$ cat src/rtl/cdfs_pkg.sv
package cdfs_pkg;
    parameter int WORD_MAX = 16;
    localparam int IDX_W = $clog2(WORD_MAX + 1);
    localparam int BIT_W = $clog2(WORD_MAX);

    typedef enum logic [1:0] {
        ST_HALT   = 2'd0,
        ST_FIRST  = 2'd1,
        ST_SECOND = 2'd2
    } seq_state_e;

    typedef struct packed {
        logic [1:0] width_code;
        logic       two_x;
        logic       msb_first;
    } ser_cfg_t;

    // bits per word for a width code: 10, 12, 14, 16
    function automatic logic [IDX_W-1:0] word_bits(input logic [1:0] code);
        return IDX_W'(10 + 2 * int'(code));
    endfunction
endpackage

$ cat src/rtl/cdfs_hold.sv
module cdfs_hold
    import cdfs_pkg::*;
#(
    parameter int NCH = 16
) (
    input  logic                    clk,
    input  logic                    rst,
    input  logic                    cap,
    input  logic [NCH*WORD_MAX-1:0] d_in,
    output logic [NCH*WORD_MAX-1:0] q
);
    always_ff @(posedge clk) begin
        if (rst)      q <= '0;
        else if (cap) q <= d_in;
    end


    hold_stable_chk: assert property (@(posedge clk) disable iff (rst)
        !cap |=> $stable(q));
endmodule

$ cat src/rtl/cdfs_sequencer.sv
module cdfs_sequencer
    import cdfs_pkg::*;
(
    input  logic             clk,
    input  logic             rst,
    input  ser_cfg_t         cfg_in,
    output seq_state_e       state_o,
    output logic [IDX_W-1:0] idx_o,
    output ser_cfg_t         cfg_o,
    output logic             capture_o,
    output logic             frame_clk,
    output logic             bit_clk
);
    seq_state_e       state_q, state_d;
    logic [IDX_W-1:0] idx_q, idx_d;
    ser_cfg_t         cfg_q;
    logic [IDX_W-1:0] width;
    logic             last_bit;
    logic             cap;

    assign width    = word_bits(cfg_q.width_code);
    assign last_bit = (idx_q == width - IDX_W'(1));

    // next-state logic
    always_comb begin
        state_d = state_q;
        idx_d   = idx_q + IDX_W'(1);
        cap     = 1'b0;
        unique case (state_q)
            ST_HALT: begin
                state_d = ST_FIRST;
                idx_d   = '0;
                cap     = 1'b1;
            end
            ST_FIRST: begin
                if (last_bit) begin
                    idx_d = '0;
                    if (cfg_q.two_x) begin
                        state_d = ST_SECOND;
                    end else begin
                        state_d = ST_FIRST;
                        cap     = 1'b1;
                    end
                end
            end
            ST_SECOND: begin
                if (last_bit) begin
                    state_d = ST_FIRST;
                    idx_d   = '0;
                    cap     = 1'b1;
                end
            end
            default: begin
                state_d = ST_HALT;
                idx_d   = '0;
            end
        endcase
    end

    // state register
    always_ff @(posedge clk) begin
        if (rst) begin
            state_q <= ST_HALT;
            idx_q   <= '0;
            cfg_q   <= '0;
        end else begin
            state_q <= state_d;
            idx_q   <= idx_d;
            if (cap) cfg_q <= cfg_in;
        end
    end

    // outputs
    always_comb begin
        frame_clk = 1'b0;
        bit_clk   = 1'b0;
        unique case (state_q)
            ST_HALT: begin
                frame_clk = 1'b0;
                bit_clk   = 1'b0;
            end
            ST_FIRST: begin
                frame_clk = cfg_q.two_x ? 1'b1 : (idx_q < (width >> 1));
                bit_clk   = ~idx_q[0];
            end
            ST_SECOND: begin
                frame_clk = 1'b0;
                bit_clk   = ~idx_q[0];
            end
            default: begin
                frame_clk = 1'b0;
                bit_clk   = 1'b0;
            end
        endcase
    end

    assign state_o   = state_q;
    assign idx_o     = idx_q;
    assign cfg_o     = cfg_q;
    assign capture_o = cap;


    bclk_toggle_chk: assert property (@(posedge clk) disable iff (rst)
        (state_q != ST_HALT && $past(state_q) != ST_HALT) |-> (bit_clk != $past(bit_clk)));

    fclk_rise_chk: assert property (@(posedge clk) disable iff (rst)
        $rose(frame_clk) |-> (state_q == ST_FIRST && idx_q == '0));

    cfg_hold_chk: assert property (@(posedge clk) disable iff (rst)
        !cap |=> $stable(cfg_q));

    second_word_chk: assert property (@(posedge clk) disable iff (rst)
        (state_q == ST_SECOND) |-> cfg_q.two_x);

    idx_range_chk: assert property (@(posedge clk) disable iff (rst)
        (state_q != ST_HALT) |-> (idx_q < width));
endmodule

$ cat src/rtl/cdfs_lane_mux.sv
module cdfs_lane_mux
    import cdfs_pkg::*;
#(
    parameter int NCH = 16
) (
    input  seq_state_e       state,
    input  logic [IDX_W-1:0] idx,
    input  ser_cfg_t         cfg,
    input  logic [WORD_MAX-1:0] words [NCH],
    output logic [NCH-1:0]   lane_out,
    output logic [NCH-1:0]   lane_idle
);
    localparam int GRP   = NCH / 2;
    localparam int PAIRS = GRP / 2;

    logic [IDX_W-1:0] width;
    logic [IDX_W-1:0] pos;
    logic [BIT_W-1:0] bsel;
    logic             active;

    always_comb begin
        width  = word_bits(cfg.width_code);
        pos    = cfg.msb_first ? (width - IDX_W'(1) - idx) : idx;
        bsel   = pos[BIT_W-1:0];
        active = (state != ST_HALT);
    end

    for (genvar k = 0; k < NCH; k++) begin : g_lane
        localparam int  GI     = k / GRP;
        localparam int  MI     = k % GRP;
        localparam bit  PAIRED = (MI < PAIRS);
        localparam int  CH_A   = PAIRED ? (GI * GRP + 2 * MI) : k;
        localparam int  CH_B   = PAIRED ? (CH_A + 1) : k;

        logic [WORD_MAX-1:0] src;
        logic                idle;

        always_comb begin
            if (!cfg.two_x)              src = words[k];
            else if (state == ST_SECOND) src = words[CH_B];
            else                         src = words[CH_A];
        end

        assign idle         = active && cfg.two_x && !PAIRED;
        assign lane_idle[k] = idle;
        assign lane_out[k]  = active && !idle && src[bsel];
    end
endmodule

$ cat src/rtl/cdfs_serializer.sv
module cdfs_serializer
    import cdfs_pkg::*;
#(
    parameter int NCH = 16
) (
    input  logic                    clk,
    input  logic                    rst,
    input  logic [1:0]              cfg_width,
    input  logic                    cfg_two_x,
    input  logic                    cfg_msb_first,
    input  logic [NCH*WORD_MAX-1:0] ch_words,
    output logic [NCH-1:0]          lane_out,
    output logic [NCH-1:0]          lane_idle,
    output logic                    frame_clk,
    output logic                    bit_clk
);
    ser_cfg_t               cfg_in, cfg_q;
    seq_state_e             state;
    logic [IDX_W-1:0]       idx;
    logic                   capture;
    logic [NCH*WORD_MAX-1:0] held;
    logic [WORD_MAX-1:0]    words [NCH];

    assign cfg_in = '{width_code: cfg_width, two_x: cfg_two_x, msb_first: cfg_msb_first};

    cdfs_sequencer u_seq (
        .clk       (clk),
        .rst       (rst),
        .cfg_in    (cfg_in),
        .state_o   (state),
        .idx_o     (idx),
        .cfg_o     (cfg_q),
        .capture_o (capture),
        .frame_clk (frame_clk),
        .bit_clk   (bit_clk)
    );

    cdfs_hold #(.NCH(NCH)) u_hold (
        .clk  (clk),
        .rst  (rst),
        .cap  (capture),
        .d_in (ch_words),
        .q    (held)
    );

    for (genvar c = 0; c < NCH; c++) begin : g_unpack
        assign words[c] = held[c*WORD_MAX +: WORD_MAX];
    end

    cdfs_lane_mux #(.NCH(NCH)) u_mux (
        .state     (state),
        .idx       (idx),
        .cfg       (cfg_q),
        .words     (words),
        .lane_out  (lane_out),
        .lane_idle (lane_idle)
    );


    idle_count_chk: assert property (@(posedge clk) disable iff (rst)
        (state == ST_SECOND) |-> ($countones(lane_idle) == NCH / 2));

    onex_busy_chk: assert property (@(posedge clk) disable iff (rst)
        (state != ST_HALT && !cfg_q.two_x) |-> (lane_idle == '0));

    halt_quiet_chk: assert property (@(posedge clk) disable iff (rst)
        (state == ST_HALT) |-> (lane_out == '0 && !frame_clk && !bit_clk));
endmodule

$ cat config.mk
export PLATFORM = sky130hd
export DESIGN_NAME = cdfs_serializer
export DESIGN_NICKNAME = d
export VERILOG_FILES = /design/src/rtl/cdfs_pkg.sv /design/src/rtl/cdfs_hold.sv /design/src/rtl/cdfs_sequencer.sv /design/src/rtl/cdfs_lane_mux.sv /design/src/rtl/cdfs_serializer.sv
export SDC_FILE = /design/constraint.sdc
export NUM_CORES = 1
export LEC_CHECK = 0
export ABC_AREA = 1
export BUFFER_PORTS_ARGS = -buffer_cell sky130_fd_sc_hd__buf_2
export CELL_PAD_IN_SITES_DETAIL_PLACEMENT = 0
export CELL_PAD_IN_SITES_GLOBAL_PLACEMENT = 1
export CORE_MARGIN = 1
export CORE_UTILIZATION = 39
export DETAILED_ROUTE_END_ITERATION = 12
export PLACE_DENSITY = 0.81
export SYNTH_ARGS = -nofsm -noshare
export SYNTH_HDL_FRONTEND = slang
export SYNTH_SLANG_ARGS = --single-unit
$ cat constraint.sdc
create_clock -name clk -period 2.8 [get_ports clk]
set_input_delay 0.28 -clock clk [delete_from_list [all_inputs] [get_ports clk]]
set_output_delay 0.28 -clock clk [all_outputs]
set_load 0.01 [all_outputs]
# Word-level counts from Yosys, hierarchy flattened
# Cells that the tools add are included.
[op_classes]
eq_ne = 5
magnitude_cmp = 2
n_addsub = 4
n_bitwise = 2
mux = 60
reduce_logical = 24
[op_table]
columns = ["op", "count"]
rows = [
  ["$mux W16", 16],
  ["$bmux W1 S4", 16],
  ["$mux W1", 22],
  ["$logic_and A1 B1 Y1", 18],
  ["$mux W2", 3],
  ["$pmux W2 S3", 1],
  ["$add A4 B3 Y5 const A", 1],
  ["$add A5 B1 Y5 const B", 1],
  ["$eq A5 B5 Y1", 1],
  ["$lt A4 B5 Y1 const B", 1],
  ["$lt A5 B4 Y1", 1],
  ["$sub A5 B1 Y5 const B", 1],
  ["$mux W4", 1],
  ["$sub A4 B4 Y4", 1],
  ["$pmux W1 S3", 1],
  ["$reduce_or A3 Y1", 1],
  ["$eq A2 B1 Y1 const B", 1],
  ["$eq A2 B2 Y1 const B", 1],
  ["$logic_not A2 Y1", 1],
  ["$ne A2 B1 Y1 const B", 1],
  ["$ne A2 B2 Y1 const B", 1],
  ["$not A1 Y1", 2],
  ["$reduce_and A2 Y1", 1],
  ["$reduce_bool A2 Y1", 1],
  ["other kinds (2)", 2],
]
[totals]
word_cells = 103
reg_bits = 267
out_inout_bits = 34
inputBits = 262

# Logic depth before layout (Yosys ltp)
# Gate-level depths: netlist of the first run.
[logic_depth]
ltp_word = 7
depth_mapped = 13
ltp_nobuf = 12

# By module
# A second synthesis of the first run with hierarchy kept.
[hier_totals]
cells_unflattened = 2857
area_unflattened_um2 = 16802.4
[by_module_without_submodules]
columns = ["module", "cells_each", "seq_area_each_um2", "instances", "area_each_um2"]
rows = [
  ["cdfs_hold", 1622, 5124.9, 1, 10725.3],
  ["cdfs_lane_mux", 1124, 0.0, 1, 5313.8],
  ["cdfs_sequencer", 111, 220.2, 1, 763.2],
]

# Worst setup path before layout of the first run
# OpenSTA, ideal clock, no wires.
[synth_timing]
path_kind = "register to output"
start = "register u_seq.cfg_o[2] (netlist name)"
end = "output lane_out[12]"
slack_ns = 0.260
arrival_time_ns = 2.260
required_ns = 2.520
n_path_buf = 1
path_stages_with_launch = 13
path_cell_list = "dfxtp_1 ha_1 xor2_1 ha_1 a21oi_1 nand2_1 nand2_1 xor2_1 inv_2 buf_1 nand3_1 nand2_1 nor2_1"
[synth_between]
elab_chain_cells = 7
[synth_lines]
columns = ["element", "line", "rtl"]
rows = [
  ["$add A4 B3 Y5", "-", ""],
  ["$sub A5 B1 Y5", "cdfs_lane_mux.sv:23", "pos = cfg.msb_first ? (width - IDX_W'(1) - idx) : idx;"],
  ["$sub A4 B4 Y4", "cdfs_lane_mux.sv:23", ""],
  ["$mux W4", "cdfs_lane_mux.sv:23", ""],
  ["$bmux W1 S4", "cdfs_lane_mux.sv:46", "assign lane_out[k] = active && !idle && src[bsel];"],
  ["$mux W1 (not written as such)", "cdfs_lane_mux.sv:46", ""],
  ["$logic_and A1 B1 Y1", "cdfs_lane_mux.sv:46", ""],
  ["end: declaration", "cdfs_serializer.sv:12", "output logic [NCH-1:0] lane_out,"],
]
# No other way between the ends. The select of a mux whose other input is x is not followed.

# Worst setup path after layout of the first run
[layout_timing]
start = "register u_seq.cfg_o[3] (netlist name)"
end = "output lane_out[11]"
[layout_between]
elab_chain_cells = 7
[layout_lines]
columns = ["element", "line"]
rows = [
  ["$add A4 B3 Y5", "-"],
  ["$sub A5 B1 Y5", "cdfs_lane_mux.sv:23"],
  ["$sub A4 B4 Y4", "cdfs_lane_mux.sv:23"],
  ["$mux W4", "cdfs_lane_mux.sv:23"],
  ["$bmux W1 S4", "cdfs_lane_mux.sv:46"],
  ["$mux W1 (not written as such)", "cdfs_lane_mux.sv:46"],
  ["$logic_and A1 B1 Y1", "cdfs_lane_mux.sv:46"],
]
# No other way between the ends. The select of a mux whose other input is x is not followed.

==> results of run 1 <==
-- routing by layer --
layer | wire length, um | global-route usage, % | vias up
li1 | - | - | 8291
met1 | 26200 | 40.0 | 7634
met2 | 25200 | 45.5 | 629
met3 | 3870 | 4.18 | 116
met4 | 2270 | 10.6 | 0
met5 | 0 | 0 | -
-- stage by stage --
step	hold slack, ps	worst slack (ps)
finish	3.20	-359
global route	10.4	-437
CTS	1.52	-417
detailed placement	474	-2.54
global placement	467	20.8
floorplan	426	260
-- how the worst min path moves through the flow --
stage | from | endpoint | slack (ps)
finish | ch_words[133] | u_hold.q[133] | 3
global route | ch_words[209] | u_hold.q[209] | 10
CTS | ch_words[193] | u_hold.q[193] | 2
detailed placement | u_hold.q[143] | u_hold.q[143] | 470
global placement | u_hold.q[0] | u_hold.q[0] | 470
floorplan | ch_words[100] | u_hold.q[100] | 430
-- cell usage after synthesis --
library cell | count | share of area (%)
xnor2_1 | 1 | 0.060
a21oi_1 | 29 | 0.99
nor2_1 | 530 | 14
buf_4 | 45 | 2.3
xor2_1 | 6 | 0.36
o22ai_1 | 2 | 0.085
conb_1 | 1 | 0.026
buf_6 | 23 | 1.8
nand2_1 | 419 | 11
o21ai_0 | 101 | 3.4
nor3_1 | 2 | 0.068
nor3_2 | 1 | 0.068
and3_1 | 8 | 0.34
inv_1 | 36 | 0.92
ha_1 | 13 | 1.1
nand2_2 | 2 | 0.085
or2_2 | 54 | 2.3
a31oi_1 | 1 | 0.043
nand3_1 | 394 | 13
buf_2 | 60 | 2.0
o211ai_1 | 36 | 1.8
buf_1 | 6 | 0.15
inv_2 | 6 | 0.15
o21ai_1 | 172 | 5.9
clkbuf_1 | 68 | 1.7
dfxtp_1 | 267 | 36
-- cell families after synthesis --
group | count (synthesis)
AOI/OAI and AO/OA | 341
other | 1
adders and majority gates | 13
DFF | 267
xor gates and xnor gates | 7
buffers and inverters | 244
and+or+nand+nor | 1410
-- registers in the layout (all words and copies together) (netlist names) --
| name | flops |
|---|---|
| u_seq.state_o | 2 |
| u_seq.idx_o | 5 |
| u_hold.q | 256 |
| u_seq.cfg_o | 4 |
-- layout make-up --
type / count / area [um2] / share of cell area (%)
Clock buffer: 40 / 817 / 4.09
Clock inverter: 11 / 135 / 0.676
Inverter: 42 / 170 / 0.851
Multi-Input combinational cell: 1779 / 8340 / 41.7
Sequential cell: 267 / 5350 / 26.8
Tap cell: 468 / 586 / 2.93
Timing Repair Buffer: 573 / 4590 / 23.0
-- worst register-to-register path, cell delays in order, from the launching register on --
cell and delay, ps:
dfxtp_2 330, ha_4 250, xor2_2 150, ha_4 280, buf_4 100, nand2_1 70, nor3_2 110, nand3_1 140
nand2_1 180, nand2_8 160, buf_12 230, o21ai_1 470, nor2_1 70
-- what timing repair did --
| action | 4_1_cts | 5_1_grt |
|---|---|---|
| endpoints found under the hold margin | 210 | 0 |
| setup endpoints to repair | 16 | 16 |
| gates resized for setup | 55 | 31 |
| hold buffers | 210 | 0 |
| cloned | 3 | 2 |
| setup buffers | 7 | 1 |
| pin swaps | 19 | 13 |
-- report_power, final --
part | switching [mW] | internal (mW) | leakage (nW)
registers | 1.45 | 5.30 | 2.22
clock network | 1.63 | 2.23 | 0.471
logic | 9.79 | 5.89 | 5.97
==> run summary, run 1 <==
status: finished with violations
failing checks: setup timing
Tcrit/Tclk final: 113%
Die X: 196 um
Clock Skews: 17.2 ps
leakage: 8.66 nW
global-route wire length before repair: 86.7 mm
DR DRC count: 0
CTS tree: yes
commonest non-fill, non-tap cell in the layout: nor2_1
Final Power: 26.3 mW
share of cells above drive strength 1: 19.8%
FMAX: 0.317 GHz
synthesized flop and latch total: 267
syn avg cell area: 6.42 um2
number of global-route vias before repair: 15546
Die Y-Extent: 196 um
Worst Max-Slew Pin Slew: 606 ps
Gate Count Post-Synth: 2283
# fillers: 3598
initial core utilization: 39.9%
synth unique cells: 26
area grow syn2layout: 36.4%
post-DR wirelength/cell: 18.1 um
CP peak stage delay: 330 ps
Max Cap Viol: 0
Hold Crit Class: input port to register
gr usage total: 28.9%
Critical Path, Cell by Cell: ha_4, xor2_2, ha_4, xor2_1, nand2_1, o21ai_4, buf_8, buf_12, nand3_1, nand3_2, nand2_1, nor2_2, buf_2
post-synthesis xor/xnor area fraction: 0.418%
DP HPWL: 40.4 mm
WL final: 57.5 mm
fin worst setup slack: -359 ps
H-Tree Level Count: 1
Arr. time, crit path: 2880 ps
launching point of the worst reg2reg path: u_seq.cfg_o[3]
drt first pass iters: 7
crit path time final: 3160 ps
R2R Path End: u_hold.q[60]
DP Cell Count: 2907
CP bufs+invs: 3
RePlAce Congestion: 0.929
Max FO, Critical Path: 9
max_slew headroom: 59.6%
I/O Pins: 296
crit path kind: register to output pin
Sink Count: 267
setup total negative slack: -4820 ps
die area: 38400 um2
Final setup viols: 16
R2R Setup Slk: 160 ps
element type at the critical path end: output pin
CTS root buf: clkbuf_16
element type at the critical path start: register
Reg clk slew, reported paths: 60 ps
Initial DRC Count: 1540
worst hold stages: 3
CP Depth: 13
final hold violations: 0
worst endpoint required time: 2520 ps
worst skew pair latency: 580 ps
Max VDD drop: 0.819 mV
initial antenna violation count: 0
CP Capture Point: lane_out[11]
mux contribution to synthesized area: 0%
slowest CP cell: dfxtp_2
nets@finish: 2967
register area share after synthesis: 36.5%
diode count: 0
Worst Setup SP: u_seq.cfg_o[3]
Crit path max-delay family: adder cells
Synth Cell Area: 14700 um2
adder-cell share of the synthesized area: 1.11%
total grt overflow: 0
port bufs: 287
final core occ: 54.4%
Synth Area in Compound Gates: 12.3%
Antenna Nets Post-Route: 0
Ys Warns: 0
reg2reg path depth: 12
largest family of logic cells by synthesized area: simple AND/OR/NAND/NOR gates
post-route insts no fill: 3180
Core ar.: 36800 um2
pwr dens: 1310 nW/um2
Synth Area in Simple Gates: 40.6%
routed vias: 16670
final instance area: 20000 um2
pins over their slew limit: 0
drt via density: 5.24
std cell rows: 70
post-placement cell area: 16400 um2
CTS buffer count: 29
largest net degree at the start of global routing: 105
commonest cells after routing, fill and taps aside: nor2_1, nand2_1, nand3_1
Max clock buf depth: 3
RSZ-0062 raised after global routing: true
No activity file was read; power rests on OpenSTA's default activity.
==> inputs of run 2 (changes only) <==
==> constraint.sdc (replaced) <==
create_clock -name clk -period 3.57 [get_ports clk]
set_input_delay 0.357 -clock clk [delete_from_list [all_inputs] [get_ports clk]]
set_output_delay 0.357 -clock clk [all_outputs]
set_load 0.01 [all_outputs]
==> run 2 against run 1 <==
Net effect:
- the flow now finishes without violations
- core utilization is 8.2 points lower
- worst hold slack improved by 28 ps
- register-to-register slack better by 400 ps
- clock power decreased by 21%
- count of clock-buffer cells in the layout fell by 2
- sequential power decreased by 21%
- non-clock buffer count decreased by 255
- critical path depth fell by 1
- power is 27% lower
- flip-flop and latch count unchanged
- first-iteration DRC count fell by 2.3%
- critical path type unchanged
- critical endpoint is now lane_out[7]
==> run summary, run 2 (synthesized netlist as in run 1, its figures left out) <==
Max clock buf depth: 3 (unchanged)
Max VDD drop: 0.973 mV (+19%)
Final Power: 19.1 mW (-27%)
Hold-fix buffers, CTS: 0 (-100%)
final hold violations: 0 (unchanged)
commonest cells after routing, fill and taps aside: nor2_1, nand2_1, nand3_1
max reg flops: 256 (unchanged)
Die Y-Extent: 196 um (unchanged)
crit path time final: 3430 ps
pins over their slew limit: 0 (unchanged)
max_slew headroom: 45.5% (-14 points)
Tcrit/Tclk final: 96.0%
CTS tree: yes
DP HPWL: 39.5 mm (-2.1%)
drt first pass iters: 6 (-1)
Sink Count: 267 (unchanged)
DR DRC count: 0 (unchanged)
H-Tree Level Count: 1 (unchanged)
Max Cap Viol: 0 (unchanged)
WL final: 54.6 mm (-5.0%)
element type at the critical path start: register
port bufs: 287 (unchanged)
area grow syn2layout: 15.9%
Final setup viols: 0 (-16)
Die X: 196 um (unchanged)
commonest non-fill, non-tap cell in the layout: nor2_1
leakage: 7.42 nW (-14%)
post-DR wirelength/cell: 18.7 um (+3.2%)
gr usage total: 27.6% (-1.2 points)
Initial DRC Count: 1505 (-2.3%)
die area: 38400 um2 (unchanged)
number of global-route vias before repair: 14339 (-7.8%)
crit path kind: register to output pin
total grt overflow: 0 (unchanged)
drt via density: 5.42 (+3.4%)
Max FO, Critical Path: 22 (+13)
Reg clk slew, reported paths: 60 ps (about the same)
# fillers: 3936 (+9.4%)
setup total negative slack: 0 ps (+4820 ps)
Arr. time, crit path: 3070 ps (+190 ps)
FMAX: 0.292 GHz
status: complete, no violations
RSZ-0062 raised after global routing: false
CTS buffer count: 29 (unchanged)
nets@finish: 2712 (-8.6%)
pwr dens: 1130 nW/um2 (-14%)
share of cells above drive strength 1: 17.9% (-1.9 points)
worst skew pair latency: 560 ps (-20 ps)
Clock Skews: 7.43 ps (-9.77 ps)
element type at the critical path end: output pin
Worst Max-Slew Pin Slew: 817 ps (+211 ps)
Antenna Nets Post-Route: 0 (unchanged)
global-route wire length before repair: 82.7 mm (-4.6%)
largest net degree at the start of global routing: 151 (+44%)
most flop-heavy register: u_hold.q
routed vias: 15847 (-4.9%)
diode count: 0 (unchanged)
Hold Crit Class: input port to register
I/O Pins: 296 (unchanged)
CTS root buf: clkbuf_16
std cell rows: 70 (unchanged)
RePlAce Congestion: 0.939 (+1.1%)
worst hold slack: 30.8 ps (+27.6 ps)
initial core utilization: 39.9% (unchanged)
Core ar.: 36800 um2 (unchanged)
initial antenna violation count: 0 (unchanged)
worst endpoint required time: 3210 ps (+690 ps)
[run 2: changes by cell type in the layout (fill, tap and decap cells not counted), moves of 12 or more]
cell,change
buf_4,-23
nand3_1,+19
dlygate4sd3_1,-210
buf_6,-12
nand3_2,-19
nor2_1,+18
buf_12,-13
[run 2: through the flow]
| step | instance area [um2] | cells | worst slack, ps | utilization [%] |
|---|---|---|---|---|
| after global routing | 17000 | 2925 | 19.8 | 46.2 |
| final | 17000 | 2925 | 143 | 46.2 |
| after detailed placement | 16000 | 2874 | 528 | 43.5 |
| after CTS | 17000 | 2925 | 60.0 | 46.1 |
| after global placement | 16000 | 2874 | 566 | 43.5 |
| after floorplan | 14700 | 2290 | 953 | - |
[run 2: timing repair]
action,4_1_cts,5_1_grt
resized for setup,2,10
setup endpoints to repair,7,13
setup buffers,0,0
hold endpoints to repair,0,0
[run 2: critical path: stages (launching register included)]
cell,delay [ps]
dfxtp_2,350
ha_1,320
xor2_1,150
ha_1,320
xor2_1,150
nand2_1,70
o21ai_2,100
inv_4,160
buf_12,200
nand3_1,80
and3_1,160
nor2_1,250
buf_2,200
[run 2: routing by layer]
layer | wire length, um | global-route usage [%] | share of wire (%)
met4 | 1630 | 8.36 | 3.0
met3 | 4500 | 3.73 | 8.2
met2 | 23500 | 42.5 | 43
met1 | 24900 | 39.9 | 46
met5 | 0 | 0 | 0
[run 2: path summary, 6_finish.rpt]
path	from	end	slack (ps)	cells past startpoint
hold reg to reg	u_hold.q[128]	u_hold.q[128]	480	2
hold / removal	ch_words[205]	u_hold.q[205]	30	3
setup reg to reg	u_seq.cfg_o[2]	u_hold.q[238]	560	12
setup / recovery	u_seq.cfg_o[2]	lane_out[7]	140	12
[run 2: power by group]
| group | total, mW | internal, mW | switching [mW] |
|---|---|---|---|
| Clock | 3.06 | 1.79 | 1.27 |
| Combinational | 10.8 | 3.55 | 7.22 |
| Sequential | 5.30 | 4.16 | 1.14 |
[run 2: cell type report]
class	count	area, um2	area share (%)
multi-input cells	1779	8080	47.5
well taps	468	586	3.45
flip-flops and latches	267	5350	31.5
clock buffers	38	800	4.71
inverters	42	173	1.02
repair buffers	318	1840	10.9
clock inverters	13	159	0.935
==> inputs of run 3 (changes only) <==
--- a/config.mk
+++ b/config.mk
@@ -11,6 +11,7 @@
 export CELL_PAD_IN_SITES_GLOBAL_PLACEMENT = 1
 export CORE_MARGIN = 1
 export CORE_UTILIZATION = 39
+export CTS_BUF_LIST = sky130_fd_sc_hd__clkbuf_16
 export DETAILED_ROUTE_END_ITERATION = 12
 export PLACE_DENSITY = 0.81
 export SYNTH_ARGS = -nofsm -noshare
==> run 3 against run 2 <==
Net effect:
- non-clock buffer count stayed put
- clock skew is 1.2 ps higher
- design area is 0.24% lower
- flip-flop and latch count stayed put
- combinational power hardly changed
- first-iteration DRC count is 0.86% higher
- global-route usage hardly changed
- core utilization is 0.11 points lower
- maximum frequency is 0.54% lower
- cell count stayed put
- worst hold slack worse by 1.4 ps
- critical endpoint is now lane_out[12]
- routed wire length hardly changed
==> run summary, run 3 (synthesized netlist as in run 1, its figures left out) <==
WL final: 54.6 mm (about the same)
Max VDD drop: 0.971 mV (-0.16%)
CTS root buf: clkbuf_16
die area: 38400 um2 (unchanged)
RSZ-0062 raised after global routing: false
Die Y-Extent: 196 um (unchanged)
max reg flops: 256 (unchanged)
R2R Setup Slk: 560 ps (about the same)
global-route wire length before repair: 82.7 mm (about the same)
FMAX: 0.290 GHz (-0.54%)
area grow syn2layout: 15.6%
H-Tree Level Count: 1 (unchanged)
worst skew pair latency: 560 ps (about the same)
drt first pass iters: 5 (-1)
initial antenna violation count: 0 (unchanged)
std cell rows: 70 (unchanged)
DR DRC count: 0 (unchanged)
I/O Pins: 296 (unchanged)
Critical Path, Cell by Cell: ha_1, xor2_1, ha_1, xor2_1, nand2_1, o21ai_2, buf_12, nand3_1, and3_1, nor2_1, buf_2
largest net degree at the start of global routing: 151 (unchanged)
Antenna Nets Post-Route: 0 (unchanged)
share of cells above drive strength 1: 17.7% (-0.16 points)
element type at the critical path start: register
commonest non-fill, non-tap cell in the layout: nor2_1
slowest CP cell: dfxtp_2
CTS tree: yes
pins over their slew limit: 0 (unchanged)
CP peak stage delay: 350 ps (about the same)
most flop-heavy register: u_hold.q
Initial DRC Count: 1518 (+0.86%)
nets@finish: 2712 (unchanged)
FF+latch area: 5350 um2 (unchanged)
setup total negative slack: 0 ps (unchanged)
area of the multi-input gates: 8080 um2 (unchanged)
# fillers: 3946 (+0.25%)
gr usage total: 27.6% (about the same)
Final Power: 19.0 mW (-0.63%)
crit path time final: 3450 ps (+18.7 ps)
initial core utilization: 39.9% (unchanged)
routed vias: 15841 (-0.038%)
Sink Count: 267 (unchanged)
final hold violations: 0 (unchanged)
Tcrit/Tclk final: 96.5% (+0.52 points)
drt via density: 5.42 (about the same)
commonest cells after routing, fill and taps aside: nor2_1, nand2_1, nand3_1
port bufs: 287 (unchanged)
element type at the critical path end: output pin
Max clock buf depth: 3 (unchanged)
RePlAce Congestion: 0.939 (unchanged)
number of global-route vias before repair: 14325 (-0.098%)
leakage: 7.41 nW (about the same)
DP HPWL: 39.5 mm (unchanged)
status: complete, no violations
Max FO, Critical Path: 32 (+45%)
Core ar.: 36800 um2 (unchanged)
crit path kind: register to output pin
Worst Max-Slew Pin Slew: 810 ps (-6.36 ps)
diode count: 0 (unchanged)
total grt overflow: 0 (unchanged)
Arr. time, crit path: 3090 ps (+20 ps)
post-DR wirelength/cell: 18.7 um (about the same)
Final setup viols: 0 (unchanged)
pwr dens: 1120 nW/um2 (-0.39%)
Clock Skews: 8.67 ps (+1.24 ps)
CTS buffer count: 29 (unchanged)
max_slew headroom: 46.0% (+0.42 points)
Max Cap Viol: 0 (unchanged)
Hold Crit Class: input port to register
Reg clk slew, reported paths: 60 ps (about the same)
Die X: 196 um (unchanged)
worst endpoint required time: 3210 ps (about the same)
run 3: changes by cell type in the layout (fill, tap and decap cells not counted):
cell,previous run,this run
inv_1,33,38
clkbuf_1,5,0
clkinv_1,0,4
clkbuf_8,4,0
run 3: path summary, 6_finish.rpt:
| kind | from | cells after the start | to |
|---|---|---|---|
| max reg2reg | u_seq.cfg_o[2] | 12 | u_hold.q[129] |
| min | ch_words[205] | 3 | u_hold.q[205] |
| min reg2reg | u_hold.q[128] | 2 | u_hold.q[128] |
| max | u_seq.cfg_o[2] | 11 | lane_out[12] |
run 3: layout make-up:
type | instances | area share, %
inverters | 42 | 1.02
flip-flops and latches | 267 | 31.6
multi-input cells | 1779 | 47.7
well taps | 468 | 3.46
clock buffers | 29 | 4.28
repair buffers | 318 | 10.9
clock inverters | 22 | 1.14
run 3: worst max-delay path: cells and delay by family (launching register included):
| family | cells | cell delay, ps |
|---|---|---|
| adder cells (fa/ha/maj) | 2 | 650 |
| flip-flops | 1 | 350 |
| XOR/XNOR | 2 | 300 |
| buffers and inverters | 2 | 440 |
| AND/OR/NAND/NOR | 4 | 640 |
| AO/OA/AOI/OAI | 1 | 130 |
run 3: layer usage:
| metal | track usage [%] | vias to the layer above | part of all wire (%) |
|---|---|---|---|
| met5 | 0 | - | 0 |
| met4 | 8.36 | 0 | 3.0 |
| met3 | 3.73 | 92 | 7.7 |
| met2 | 42.5 | 652 | 43 |
| met1 | 39.9 | 7323 | 46 |
| li1 | - | 7774 | - |
run 3: stage by stage:
step / utilization (%) / hold slack (ps) / worst slack (ps) / std cells / area (um2)
final: 46.1 / 29.4 / 124 / 2925 / 16900
after detailed placement: 43.5 / 473 / 528 / 2874 / 16000
after floorplan: - / 439 / 953 / 2290 / 14700
after global routing: 46.1 / 36.2 / 19.8 / 2925 / 16900
after CTS: 46.0 / 17.7 / 60.0 / 2925 / 16900
after global placement: 43.5 / 466 / 566 / 2874 / 16000
run 3: power breakdown:
| group | switching (mW) | internal [mW] |
|---|---|---|
| registers | 1.13 | 4.16 |
| logic | 7.21 | 3.55 |
| clock network | 1.27 | 1.69 |
| total | 9.61 | 9.40 |
run 3: repair_timing:
item / 4_1_cts / 5_1_grt
hold buffers: 0 / 0
endpoints found under the setup margin: 7 / 13
resized for setup: 2 / 10
setup buffers: 0 / 0
gates cloned: 0 / 0
